--- src/rtl/rvic_pkg.sv ---
package rvic_pkg;
    typedef enum logic [1:0] {
        ST_IDLE,
        ST_FETCH,
        ST_CAPT,
        ST_DONE
    } fetch_st_t;
endpackage

--- src/rtl/rvic_sense.sv ---
// Per-line synchroniser and level/edge request detection.
module rvic_sense #(
    parameter int NEXT = 4
) (
    input  logic            clk,
    input  logic            rst_n,
    input  logic [NEXT-1:0] req_n,
    input  logic            edge_mode,
    output logic [NEXT-1:0] hit
);
    for (genvar g = 0; g < NEXT; g++) begin : g_line
        logic [1:0] sync_q;   // synchroniser, idles high
        logic [1:0] act_h;    // history of active samples
        logic       act;

        always_ff @(posedge clk or negedge rst_n) begin
            if (!rst_n) begin
                sync_q <= 2'b11;
                act_h  <= 2'b00;
            end else begin
                sync_q <= {sync_q[0], req_n[g]};
                act_h  <= {act_h[0], act};
            end
        end

        assign act = ~sync_q[1];
        // edge: inactive, then two consecutive active samples
        assign hit[g] = edge_mode ? (act & act_h[0] & ~act_h[1]) : act;
    end
endmodule

--- src/rtl/rvic_pend.sv ---
// Pending flag register with lowest-index-first selection.
module rvic_pend #(
    parameter int NSRC = 5,
    parameter int ID_W = 3
) (
    input  logic            clk,
    input  logic            rst_n,
    input  logic [NSRC-1:0] set,
    input  logic            clr_en,
    input  logic [ID_W-1:0] clr_idx,
    output logic            any,
    output logic [ID_W-1:0] top_idx
);
    logic [NSRC-1:0] pend_q;
    logic [NSRC-1:0] clr_mask;

    always_comb begin
        clr_mask = '0;
        if (clr_en) clr_mask[clr_idx] = 1'b1;
    end

    always_ff @(posedge clk or negedge rst_n) begin
        if (!rst_n) pend_q <= '0;
        else        pend_q <= (pend_q & ~clr_mask) | set;
    end

    always_comb begin
        top_idx = '0;
        for (int i = NSRC - 1; i >= 0; i--) begin
            if (pend_q[i]) top_idx = ID_W'(i);
        end
    end

    assign any = |pend_q;

    for (genvar g = 0; g < NSRC; g++) begin : g_chk
        // a flag is kept until its own clear
        p_keep_r9: assert property (@(posedge clk) disable iff (!rst_n)
            (pend_q[g] && !(clr_en && clr_idx == ID_W'(g))) |=> pend_q[g]);
        // the cleared flag drops unless it is re-raised
        p_clear_r10: assert property (@(posedge clk) disable iff (!rst_n)
            (clr_en && clr_idx == ID_W'(g) && !set[g]) |=> !pend_q[g]);
    end
endmodule

--- src/rtl/rvic_top.sv ---
module rvic_top #(
    parameter int PTR_W   = 16,
    parameter int NUM_INT = 1,
    localparam int NEXT   = 4,
    localparam int NSRC   = NEXT + NUM_INT,
    localparam int ID_W   = $clog2(NSRC + 1),
    localparam int ADDR_W = PTR_W + 8
) (
    input  logic               clk,
    input  logic               rst_n,
    input  logic [NEXT-1:0]    ext_req_n,
    input  logic [NUM_INT-1:0] int_evt,
    input  logic               edge_mode,
    input  logic               glob_en,
    input  logic [PTR_W-1:0]   tbl_ptr,
    output logic [ADDR_W-1:0]  mem_addr,
    output logic               mem_rd,
    input  logic [ADDR_W-1:0]  mem_rdata,
    output logic [ADDR_W-1:0]  vec_addr,
    output logic [ID_W-1:0]    vec_id,
    output logic               vec_valid
);
    import rvic_pkg::*;

    fetch_st_t         st_q, st_d;
    logic [NEXT-1:0]   ext_hit;
    logic              any_pend;
    logic [ID_W-1:0]   top_idx, sel_q;
    logic [ADDR_W-1:0] addr_q, data_q;
    logic              clr_en;

    rvic_sense #(.NEXT(NEXT)) u_sense (
        .clk(clk), .rst_n(rst_n), .req_n(ext_req_n),
        .edge_mode(edge_mode), .hit(ext_hit)
    );

    rvic_pend #(.NSRC(NSRC), .ID_W(ID_W)) u_pend (
        .clk(clk), .rst_n(rst_n), .set({int_evt, ext_hit}),
        .clr_en(clr_en), .clr_idx(sel_q),
        .any(any_pend), .top_idx(top_idx)
    );

    // state register and datapath
    always_ff @(posedge clk or negedge rst_n) begin
        if (!rst_n) begin
            st_q   <= ST_IDLE;
            sel_q  <= '0;
            addr_q <= '0;
            data_q <= '0;
        end else begin
            st_q <= st_d;
            if (st_q == ST_IDLE && st_d == ST_FETCH) begin
                sel_q  <= top_idx;
                addr_q <= {tbl_ptr, 8'h00} + ADDR_W'(top_idx) + ADDR_W'(1);
            end
            if (st_q == ST_CAPT) data_q <= mem_rdata;
        end
    end

    // next state and outputs
    always_comb begin
        st_d      = st_q;
        mem_rd    = 1'b0;
        clr_en    = 1'b0;
        vec_valid = 1'b0;
        unique case (st_q)
            ST_IDLE:  if (glob_en && any_pend) st_d = ST_FETCH;
            ST_FETCH: begin mem_rd = 1'b1;    st_d = ST_CAPT; end
            ST_CAPT:  begin clr_en = 1'b1;    st_d = ST_DONE; end
            ST_DONE:  begin vec_valid = 1'b1; st_d = ST_IDLE; end
            default:  st_d = ST_IDLE;
        endcase
    end

    assign mem_addr = addr_q;
    assign vec_addr = data_q;
    assign vec_id   = sel_q + ID_W'(1);

    p_idle_r1: assert property (@(posedge clk) disable iff (!rst_n)
        (st_q == ST_IDLE) |-> (!mem_rd && !vec_valid));
    p_rd_pulse_r10: assert property (@(posedge clk) disable iff (!rst_n)
        mem_rd |=> !mem_rd);
    p_valid_pulse_r7: assert property (@(posedge clk) disable iff (!rst_n)
        vec_valid |=> !vec_valid);
    p_valid_after_rd_r7: assert property (@(posedge clk) disable iff (!rst_n)
        vec_valid |-> $past(mem_rd, 2));
    p_gate_r9: assert property (@(posedge clk) disable iff (!rst_n)
        (!glob_en && st_q == ST_IDLE) |=> !mem_rd);
    p_base_r6: assert property (@(posedge clk) disable iff (!rst_n)
        (mem_rd && $stable(tbl_ptr)) |-> (mem_addr[ADDR_W-1:8] == tbl_ptr
            && mem_addr[7:0] >= 8'd1 && mem_addr[7:0] <= 8'(NSRC)));
endmodule

--- config.mk ---
export PLATFORM = sky130hd
export DESIGN_NAME = rvic_top
export DESIGN_NICKNAME = d
export VERILOG_FILES = /design/src/rtl/rvic_pkg.sv /design/src/rtl/rvic_sense.sv /design/src/rtl/rvic_pend.sv /design/src/rtl/rvic_top.sv
export SDC_FILE = /design/constraint.sdc
export NUM_CORES = 1
export LEC_CHECK = 0
export BUFFER_PORTS_ARGS = -buffer_cell sky130_fd_sc_hd__buf_2
export CORE_MARGIN = 4
export CORE_UTILIZATION = 53
export CTS_BUF_LIST = sky130_fd_sc_hd__clkbuf_16
export DETAILED_ROUTE_END_ITERATION = 10
export PLACE_DENSITY = 0.91
export SYNTH_ARGS = -nofsm -noshare
export SYNTH_HDL_FRONTEND = slang
export SYNTH_SLANG_ARGS = --single-unit
--- constraint.sdc ---
create_clock -name clk -period 6.1 [get_ports clk]
set_input_delay 0.61 -clock clk [delete_from_list [all_inputs] [get_ports clk]]
set_output_delay 0.61 -clock clk [all_outputs]
set_load 0.005 [all_outputs]
==> results summary <==
The number of buffers between clock root and the deepest sink is 2. The total clock buffers created by CTS is 9. The async set or reset register ratio after synthesis is 1.000.

The total of cells resized after clock tree synthesis is 0. The overall fraction of global-route tracks in use came out at 0.1724. The time the worst path needs with I/O delays and setup is roughly 2200 ps.

The remaining antenna violation count after routing came out at 0. The later-pin clock latency in the skew report is 320 ps. The number of flops mapped to enable cells by yosys came out at 0. The number of antenna violations at the first check in global routing came out at 0. The flop-to-flop setup slack is approximately 3900 ps. The per-instance average area after synthesis is 15.38 µm². After clock tree synthesis, the setup repair step added 0 buffers.

The number of hold violations in the final report was 0. Detailed placement ended at an HPWL of 3670 µm. The CTS tree is built. The count of boundary I/O pins came out at 102. At the pin with the least slew margin, the transition time is 836.6 ps. The power density of the placed cells is 532.6 nW/µm².

The biggest area consumer among synthesized cells is dfrtp_1. At the worst endpoint, the required time is about 6300 ps. The critical path is of the reg -> reg type.

The wire length of the first global-routing pass came out at 8597 µm. The non-filler instance count after layout is 364. Clock tree synthesis selected as its root buffer the cell clkbuf_16. The end point of the worst hold path is u_sense.g_line[3].sync_q[1].

The cell area after synthesis came out at 2845 µm². At the end of routability-driven placement, the weighted congestion stood at 0.7910. The capturing point of the worst reg2reg path is mem_addr[18]. The number of max-capacitance violations reported is 0. 0 antenna diodes ended up in the layout. The count of hold buffers inserted by post-cts repair came out at 0. The number of I/O port buffers came out at 97. The critical path arrival came out at 2440 ps. Summing over every cut layer, the via total after detailed routing is 1781. The core area is 5140 µm². The violation count after the first detailed-route iteration came out at just over 70. Leaving out fill and tap cells, the most frequent cell in the layout is buf_2.

In the layout the commonest cells are 97 x buf_2, 62 x dfrtp_1, 25 x mux2_2, 17 x mux2_4, 14 x inv_1. The startpoint of the worst hold path is u_sense.g_line[3].sync_q[0]. The worst IR drop on VDD came out at 0.3175 mV. The number of nets in the layout is 345. Counting every instance in the synthesized netlist gives 185. The routed wire length is 5209 µm.

The vertical extent of the die is around 80 µm. The horizontal die dimension is between 80 and 90 µm. The final-layout fill cell count came out at around 370. The number of different library cells in the post-synthesis netlist is 38. Final hold analysis gives a worst-case slack of 354.5 ps. The max-slew violation count came out at 0. The min-delay analysis places its worst path in the category reg -> reg. After detailed routing, the number of vias per cell comes to ~4.9. The share of the yosys chip area belonging to registers is 0.6192. For this run the aggregate overflow at the end of global routing stands at 0. The remaining design rule violation count came out at 0. The setup-violating endpoint count in the final report is 0.

The clock edge transition at the registers on the reported setup and hold paths came out at roughly 60 ps. Entering global routing, the biggest net connects 71 pins. The placement row count is 26.

Dividing the final minimum period by the clock period gives 0.3667. The floorplan step defined a die boundary enclosing 6605 µm². The cell depth of the worst min-delay path is 0. The via count of the first global-routing pass is ~1.8k. Including well taps, the total number of placed cells is 348.

The share of synthesized area in the top cell type comes to 0.5453. The count of TritonRoute iterations in the first routing pass is 4. For this design the static power due to leakage is 1.891 nW. The post-synthesis sequential element count is 70. The sum of negative setup slack is 0 ps. The worst reg-to-reg path cell count is 6. The flow ran to the end, and the final reports show no timing, DRC or antenna violations. The fraction of final layout cells with drive strength greater than 1 is 0.5816. The biggest fanout along the worst timing path is 21. The maximum clock rate came out at 447.1 MHz. The total clock sinks is 70. On the final layout, the worst clock skew is 9.136 ps. STA classifies the critical path endpoint as a register.

The area growth from synthesis to layout is 29.95%. The worst setup path is launched from a register. Setup repair after global routing left no endpoint under its margin. The routed wirelength normalized by instance count came out at between 10 and 15 µm. After synthesis, the cell types taking the most area are dfrtp_1 55%, mux2_2 9.9%, mux2_4 9.0%. The headroom to the max-slew limit came out at 0.4423. The number of H-tree levels is 3. The number of warnings reported in the yosys synthesis log came out at 0. The worst register-to-register path begins at st_q[0]. For this configuration, the core starts out at a cell density of 0.5536. The most used flip-flop cell after synthesis is dfrtp_1.
synthesized netlist by cell type (2+ instances only):
library cell	instances
dfrtp_1	62
mux2_4	17
ha_1	7
buf_4	5
inv_1	14
o21ai_0	4
nand3_1	3
nor3_1	3
nand2_1	2
buf_1	2
mux2_2	25
nor2b_1	2
buf_12	2
dfstp_2	8
a22o_1	4
nor2_1	3
how the worst max path moves through the flow:
stage,startpoint,cells past startpoint,slack (ps),to
floorplan,st_q[0],7,4140,mem_addr[10]
global placement,st_q[0],6,3960,mem_addr[18]
detailed placement,st_q[0],6,3860,mem_addr[18]
CTS,st_q[0],6,3840,mem_addr[18]
global route,st_q[0],6,3720,mem_addr[10]
finish,st_q[0],6,3860,mem_addr[18]
power by group:
group | internal [W] | total (W) | switching (W)
Sequential | 0.000640 | 0.000744 | 0.000104
Combinational | 0.000384 | 0.000646 | 0.000262
Clock | 0.000397 | 0.000579 | 0.000182
Total | 0.00142 | 0.00197 | 0.000549
cell type report:
type / count / area [µm²] / area share
Sequential cell: 70 / 1762 / 0.4765
Timing Repair Buffer: 99 / 500.5 / 0.1354
Clock buffer: 9 / 225.2 / 0.06091
Tap cell: 70 / 87.58 / 0.02369
Clock inverter: 7 / 112.6 / 0.03046
Multi-Input combinational cell: 95 / 957.2 / 0.2589
Inverter: 14 / 52.55 / 0.01421
flip-flops by register name (all words and copies together), names as in the netlist:
| name | flops |
|---|---|
| u_sense.g_line.act_h | 8 |
| st_q | 2 |
| u_sense.g_line.sync_q | 8 |
| u_pend.pend_q | 5 |
| mem_addr | 20 |
| sel_q | 3 |
| vec_addr | 24 |
through the flow:
stage / util / setup slack [ps] / area [µm²] / total power, W
2_1_floorplan: - / 4138 / 2856 / 0.001175
3_3_place_gp: 0.6536 / 3961 / 3359 / 0.001375
3_5_place_dp: 0.6536 / 3865 / 3359 / 0.001406
4_1_cts: 0.7193 / 3845 / 3697 / 0.001998
5_1_grt: 0.7193 / 3719 / 3697 / 0.002099
6_report: 0.7193 / 3863 / 3697 / 0.001969
worst max-delay path, cell delays in order (launching register included):
cell and delay [ps]:
dfrtp_1 420, inv_1 120, ha_1 230, or2b_2 370, nor3_4 200, nand2b_4 390, mux2_2 380
metal layers:
| layer | routed length [µm] | GRT usage | vias to the layer above |
|---|---|---|---|
| met5 | 0 | 0 | - |
| met4 | 38 | 0.06081 | 0 |
| met3 | 432 | 0.05876 | 5 |
| met2 | 2646 | 0.2875 | 74 |
| met1 | 2090 | 0.2075 | 862 |
| li1 | - | - | 840 |
kinds of logic (layout without fill, tap and decap cells):
family          Yosys count  after routing  share of synthesized area
xor+xnor                  1              1                   0.003079
simple gates             24             24                    0.06333
other cells               1              4                   0.001318
flops                    70             70                     0.6192
fa+ha+maj                 7              7                    0.03078
compound gates           16             16                    0.04178
buf+inv                  23            129                    0.04838
mux                      43             43                     0.1922
No activity file was read; power rests on OpenSTA's default activity.
